==> config.mk <==
export PLATFORM = sky130hd
export DESIGN_NAME = gpio_edge_bank
export DESIGN_NICKNAME = d
export VERILOG_FILES = /design/src/rtl/gpio_bank_pkg.sv /design/src/rtl/gpio_in_sync.sv /design/src/rtl/gpio_ctrl_regs.sv /design/src/rtl/gpio_edge_capture.sv /design/src/rtl/gpio_edge_bank.sv
export SDC_FILE = /design/constraint.sdc
export NUM_CORES = 1
export LEC_CHECK = 0
export CAP_MARGIN = 20
export CORE_ASPECT_RATIO = 0.9
export CORE_MARGIN = 5
export CORE_UTILIZATION = 48
export DETAILED_ROUTE_END_ITERATION = 16
export PLACE_DENSITY = 0.76
export SYNTH_ARGS = -nofsm -noshare
export SYNTH_HDL_FRONTEND = slang
export SYNTH_SLANG_ARGS = --single-unit
==> constraint.sdc <==
create_clock -name clk -period 2.2 [get_ports clk]
set_clock_uncertainty 0.2 [all_clocks]
set_input_delay 0.44 -clock clk [delete_from_list [all_inputs] [get_ports clk]]
set_output_delay 0.44 -clock clk [all_outputs]
set_load 0.02 [all_outputs]
==> src/rtl/gpio_bank_pkg.sv <==
package gpio_bank_pkg;

   localparam logic [7:0] OFS_LEVEL   = 8'h00;
   localparam logic [7:0] OFS_PEND    = 8'h0C;
   localparam logic [7:0] OFS_OUT_SET = 8'h14;
   localparam logic [7:0] OFS_OUT_CLR = 8'h18;
   localparam logic [7:0] OFS_OE_SET  = 8'h1C;
   localparam logic [7:0] OFS_OE_CLR  = 8'h20;
   localparam logic [7:0] OFS_RISE    = 8'h28;
   localparam logic [7:0] OFS_FALL    = 8'h2C;

   typedef enum logic [3:0] {
      SEL_NONE,
      SEL_LEVEL,
      SEL_PEND,
      SEL_OUT_SET,
      SEL_OUT_CLR,
      SEL_OE_SET,
      SEL_OE_CLR,
      SEL_RISE,
      SEL_FALL
   } reg_sel_e;

   function automatic reg_sel_e decode_ofs(input logic [7:0] ofs);
      reg_sel_e s;
      case (ofs)
         OFS_LEVEL:   s = SEL_LEVEL;
         OFS_PEND:    s = SEL_PEND;
         OFS_OUT_SET: s = SEL_OUT_SET;
         OFS_OUT_CLR: s = SEL_OUT_CLR;
         OFS_OE_SET:  s = SEL_OE_SET;
         OFS_OE_CLR:  s = SEL_OE_CLR;
         OFS_RISE:    s = SEL_RISE;
         OFS_FALL:    s = SEL_FALL;
         default:     s = SEL_NONE;
      endcase
      return s;
   endfunction

endpackage

==> src/rtl/gpio_in_sync.sv <==
module gpio_in_sync #(
   parameter int WIDTH  = 32,
   parameter int STAGES = 2
) (
   input  logic             clk,
   input  logic             rst_n,
   input  logic [WIDTH-1:0] async_in,
   output logic [WIDTH-1:0] sync_out
);
   if (STAGES < 2) begin : g_bad_stages
      $error("gpio_in_sync: STAGES must be at least 2");
   end

   logic [WIDTH-1:0] stage_q [STAGES];

   for (genvar s = 0; s < STAGES; s++) begin : g_stage
      if (s == 0) begin : g_first
         always_ff @(posedge clk) begin
            if (!rst_n) stage_q[s] <= '0;
            else        stage_q[s] <= async_in;
         end
      end else begin : g_next
         always_ff @(posedge clk) begin
            if (!rst_n) stage_q[s] <= '0;
            else        stage_q[s] <= stage_q[s-1];
         end
      end
   end

   assign sync_out = stage_q[STAGES-1];
endmodule

==> src/rtl/gpio_ctrl_regs.sv <==
module gpio_ctrl_regs #(
   parameter int WIDTH = 32
) (
   input  logic             clk,
   input  logic             rst_n,
   input  logic [WIDTH-1:0] wmask,
   input  logic             out_set,
   input  logic             out_clr,
   input  logic             oe_set,
   input  logic             oe_clr,
   input  logic             rise_wr,
   input  logic             fall_wr,
   output logic [WIDTH-1:0] out_q,
   output logic [WIDTH-1:0] oe_q,
   output logic [WIDTH-1:0] rise_q,
   output logic [WIDTH-1:0] fall_q
);
   logic [WIDTH-1:0] out_d, oe_d;

   always_comb begin
      out_d = out_q;
      if (out_set) out_d = out_d | wmask;
      if (out_clr) out_d = out_d & ~wmask;
      oe_d = oe_q;
      if (oe_set) oe_d = oe_d | wmask;
      if (oe_clr) oe_d = oe_d & ~wmask;
   end

   always_ff @(posedge clk) begin
      if (!rst_n) begin
         out_q  <= '0;
         oe_q   <= '0;
         rise_q <= '0;
         fall_q <= '0;
      end else begin
         out_q <= out_d;
         oe_q  <= oe_d;
         if (rise_wr) rise_q <= wmask;
         if (fall_wr) fall_q <= wmask;
      end
   end
endmodule

==> src/rtl/gpio_edge_capture.sv <==
module gpio_edge_capture #(
   parameter int WIDTH = 32
) (
   input  logic             clk,
   input  logic             rst_n,
   input  logic [WIDTH-1:0] level,
   input  logic [WIDTH-1:0] rise_en,
   input  logic [WIDTH-1:0] fall_en,
   input  logic             ack_wr,
   input  logic [WIDTH-1:0] ack_mask,
   output logic [WIDTH-1:0] pend_q
);
   logic [WIDTH-1:0] prev_q;
   logic [WIDTH-1:0] hit;

   for (genvar i = 0; i < WIDTH; i++) begin : g_pin
      assign hit[i] = (rise_en[i] &  level[i] & ~prev_q[i]) |
                      (fall_en[i] & ~level[i] &  prev_q[i]);
   end

   always_ff @(posedge clk) begin
      if (!rst_n) begin
         prev_q <= '0;
         pend_q <= '0;
      end else begin
         prev_q <= level;
         pend_q <= (pend_q & ~(ack_wr ? ack_mask : '0)) | hit;
      end
   end
endmodule

==> src/rtl/gpio_edge_bank.sv <==
module gpio_edge_bank
   import gpio_bank_pkg::*;
#(
   parameter int NUM_PINS    = 32,
   parameter int DATA_W      = 32,
   parameter int ADDR_W      = 8,
   parameter int SYNC_STAGES = 2
) (
   input  logic                clk,
   input  logic                rst_n,
   input  logic [ADDR_W-1:0]   bus_addr,
   input  logic                bus_wr,
   input  logic [DATA_W-1:0]   bus_wdata,
   output logic [DATA_W-1:0]   bus_rdata,
   input  logic [NUM_PINS-1:0] pad_in,
   output logic [NUM_PINS-1:0] pad_out,
   output logic [NUM_PINS-1:0] pad_oe,
   output logic                irq
);
   localparam int EXT_W = ADDR_W + 8;

   if (NUM_PINS < 1 || NUM_PINS > DATA_W) begin : g_bad_pins
      $error("gpio_edge_bank: NUM_PINS must be 1..DATA_W");
   end
   if (ADDR_W < 6) begin : g_bad_addr
      $error("gpio_edge_bank: ADDR_W too narrow for the map");
   end

   logic [EXT_W-1:0]    addr_ext;
   reg_sel_e            sel;
   logic [NUM_PINS-1:0] wmask;
   logic [NUM_PINS-1:0] level;
   logic [NUM_PINS-1:0] rise_q, fall_q, pend_q;
   logic [NUM_PINS-1:0] rd_pins;

   assign addr_ext = {8'b0, bus_addr};
   assign sel      = (addr_ext[EXT_W-1:8] == '0) ? decode_ofs(addr_ext[7:0]) : SEL_NONE;
   assign wmask    = bus_wdata[NUM_PINS-1:0];

   gpio_in_sync #(.WIDTH(NUM_PINS), .STAGES(SYNC_STAGES)) u_sync (
      .clk(clk), .rst_n(rst_n), .async_in(pad_in), .sync_out(level)
   );

   gpio_ctrl_regs #(.WIDTH(NUM_PINS)) u_regs (
      .clk(clk), .rst_n(rst_n), .wmask(wmask),
      .out_set(bus_wr && sel == SEL_OUT_SET),
      .out_clr(bus_wr && sel == SEL_OUT_CLR),
      .oe_set (bus_wr && sel == SEL_OE_SET),
      .oe_clr (bus_wr && sel == SEL_OE_CLR),
      .rise_wr(bus_wr && sel == SEL_RISE),
      .fall_wr(bus_wr && sel == SEL_FALL),
      .out_q(pad_out), .oe_q(pad_oe), .rise_q(rise_q), .fall_q(fall_q)
   );

   gpio_edge_capture #(.WIDTH(NUM_PINS)) u_edge (
      .clk(clk), .rst_n(rst_n), .level(level),
      .rise_en(rise_q), .fall_en(fall_q),
      .ack_wr(bus_wr && sel == SEL_PEND), .ack_mask(wmask),
      .pend_q(pend_q)
   );

   always_comb begin
      case (sel)
         SEL_LEVEL:               rd_pins = level;
         SEL_PEND:                rd_pins = pend_q;
         SEL_OUT_SET, SEL_OUT_CLR: rd_pins = pad_out;
         SEL_OE_SET, SEL_OE_CLR:  rd_pins = pad_oe;
         SEL_RISE:                rd_pins = rise_q;
         SEL_FALL:                rd_pins = fall_q;
         default:                 rd_pins = '0;
      endcase
   end

   assign bus_rdata = DATA_W'(rd_pins);
   assign irq       = |pend_q;
endmodule

==> results by group <==
Outcome
  • Status: complete, but fails checks
  • Failing checks: negative setup slack

Synthesis
  • Register area share after synthesis: 0.489
  • Post-synth EDFFs: 0
  • Yosys top cell by area: dfxtp_1
  • Synthesized area per cell: 9.27 sq um
  • Number of synthesized register bits: 256
  • Ys async rst share: 0
  • Synth Net Count: 1206
  • Top cell type's share of synthesized area: 0.489
  • Primary FF master, synth: dfxtp_1
  • Most instantiated cells after synthesis: dfxtp_1 (256), nand2_1 (168), a21oi_1 (128)
  • Ranking of synthesized cells by area: dfxtp_1 (49%), a21oi_1 (6.1%), nand2_1 (6.0%)
  • Gate Count Post-Synth: 1131
  • Post-synthesis cell area: 0.0105 sq mm
  • Count leader, synth: dfxtp_1
  • Ys Warns: 0
  • Number of library cell types mapped by synthesis: 51

Placed design
  • Cell Area, Placed: 0.0134 sq mm
  • DP HPWL: 23300 um
  • GP Congestion: 0.923
  • Buffers on Ports: 171

Critical path
  • Startpoint types: input port
  • Stages on worst setup path: 8
  • Critical path type: input port to output pin
  • Critical path peak fanout: 5
  • Most used cell, CP: buf_6
  • Worst Path Required: 1.56 ns
  • CP top delay family: buffers and inverters
  • Endpoint type of the worst setup path: output pin
  • CP peak stage delay: 0.60 ns
  • R2R cell count: 3
  • Critical path buffers and inverters: 5
  • Arrival time worst endpoint: 2.20 ns
  • Critical path's slowest cell: or4_4
  • Worst path cell trace: buf_8, or4_4, buf_12, a21oi_4, buf_6, buf_16, a221o_1, buf_6

Run
  • Maxcap violations: 0

Timing
  • Fin. max-slew vios: 0
  • Hold Vio Cnt, Final: 0
  • Crit path time final: 2.84 ns
  • Period utilization: 1.29
  • PnR worst setup slack: -0.643 ns
  • Worst hold slack: 0.0843 ns
  • Slew headroom: 0.738
  • Actual slew at the worst max-slew pin: 0.391 ns
  • Endpoints failing setup: 41
  • RSZ-0062 raised after global routing: true
  • Max Freq: 352 MHz

Route
  • Uppermost layer routed: met5
  • Drc violations: 0
  • Routed vias/inst: 5.92
  • 1st-pass router iterations: 7
  • Via count: 10200
  • Met2 wire len: 17100 um
  • Final antenna-violating net count: 0
  • DR WL met3: 3080 um
  • Number of DRC markers in iteration 0: 956
  • Total Wirelength: 36600 um
  • Post-DR wirelength/cell: 21.3 um
  • Metal-1 WL: 15100 um

GRT
  • Initial antenna violation count: 3
  • Largest net degree at the start of global routing: 91
  • GR Overflow Total: 0
  • Vias in the first global route: 9964
  • Global Route Usage Sum: 0.277
  • First-pass GRT wire length: 55800 um

Cells and area
  • FILL cells: 1592
  • Fin util: 0.704
  • Register area: 0.00513 sq mm
  • Share of layout cells above drive strength 1: 0.245
  • Final instance area: 0.0152 sq mm
  • Multi-input logic area: 0.00533 sq mm
  • Layout area overhead: 44.8%
  • NumNets Final: 1480

Min path
  • Hold depth: 2
  • Type of the worst min-delay path: input port to register

Die
  • DIE HEIGHT: 150 um
  • I/O pin total: 172
  • Die span in x: 166 um
  • Cell row count: 51
  • Core Area: 0.0216 sq mm
  • Initial Utilization: 0.486
  • Die Area: 0.0249 sq mm

CTS
  • Root Driver: clkbuf_16
  • Cts-stage hold buffer count: 0
  • Worst-Skew Late Latency: 0.54 ns
  • Clock Sinks: 256
  • Clk slew on worst S/H paths: 0.06 ns
  • Clock tree buffer depth: 3
  • H-tree Lvls: 1
  • CTS tree: done
  • CTS buffer count: 27

Power and ir drop
  • Pleak: 6.11 nW
  • VDD IR-drop max: 0.452 mV
  • PD cells: 684 mW/mm^2
==> area by class of cell <==
type / count / area share
antenna: 2 / 0.000330
clock buffer: 39 / 0.0514
clock inverter: 11 / 0.0139
inverter: 2 / 0.000659
multi-input combinational: 787 / 0.351
sequential: 256 / 0.338
tap: 291 / 0.0240
timing repair buffer: 331 / 0.221
==> cell usage in the layout (no fill, tap or decap), types with 5 or more instances in the layout <==
cell and count:
dfxtp_1 254, nand2_1 168, a21oi_1 127, buf_4 111
and2_1 98, clkdlybuf4s50_1 74, buf_6 60, a22oi_1 40
o21ai_0 34, a211oi_2 32, a211oi_1 32, nand3b_1 32
a21boi_0 32, o21a_1 32, dlymetal6s2s_1 29, clkbuf_16 28
dlygate4sd2_1 26, mux2i_1 21, a22oi_2 21, o22a_1 18
o21ai_2 18, buf_12 16, a22o_1 9, clkbuf_8 6
bufinv_16 6, clkbuf_1 6, buf_2 6, buf_8 6
a221o_1 5
==> cells by family after synthesis <==
kind of cell	Yosys count	synth area share
buf+inv	88	0.0383
xor+xnor	1	0.000835
flops	256	0.489
mux	21	0.0200
compound gates	423	0.280
simple gates	342	0.172
==> routing by layer <==
metal | vias up | global-route usage
li1 | 4640 | -
met1 | 4897 | 0.367
met2 | 545 | 0.456
met3 | 100 | 0.0509
met4 | 2 | 0.102
met5 | - | 0
==> where the power goes <==
group	switching, mW	leakage (nW)	internal, mW
registers	0.0401	2.08	4.71
logic	0.331	3.55	0.280
clock network	1.86	0.484	3.16
total	2.23	6.11	8.15
==> path summary, 6_finish.rpt <==
| check | slack, ns | from | to |
|---|---|---|---|
| setup reg to reg | 1.01 | u_edge.pend_q[2]$_SDFF_PN0_ | u_edge.pend_q[2]$_SDFF_PN0_ |
| setup / recovery | -0.64 | bus_addr[6] | bus_rdata[17] |
| hold reg to reg | 0.23 | u_sync.stage_q[0][13]$_SDFF_PN0_ | u_sync.stage_q[1][13]$_SDFF_PN0_ |
| hold / removal | 0.08 | rst_n | u_edge.pend_q[7]$_SDFF_PN0_ |
==> worst reg2reg max path, cell delays in order, from the launching register on <==
cell and delay, ns:
dfxtp_1 0.36, buf_4 0.13, a21boi_0 0.28, o21a_1 0.16
==> timing repair <==
action	4_1_cts	5_1_grt
endpoints found under the setup margin	89	62
hold endpoints to repair	0	0
gates cloned	4	1
buffers inserted	22	10
gates resized for setup	326	51
pin swaps	27	28
==> metrics by stage <==
stage                     setup TNS, ns  setup slack, ns  instances  power, mW
final                            -17.98           -0.643       1719       10.4
after global routing             -19.64           -0.652       1719       10.7
after CTS                        -16.26           -0.572       1709       10.4
after detailed placement        -119.95            -1.37       1634       5.41
after global placement          -114.11            -1.32       1634       5.41
after floorplan                   -5.21           -0.233       1131       5.06
Note: power is estimated with default switching activity, not from simulation.
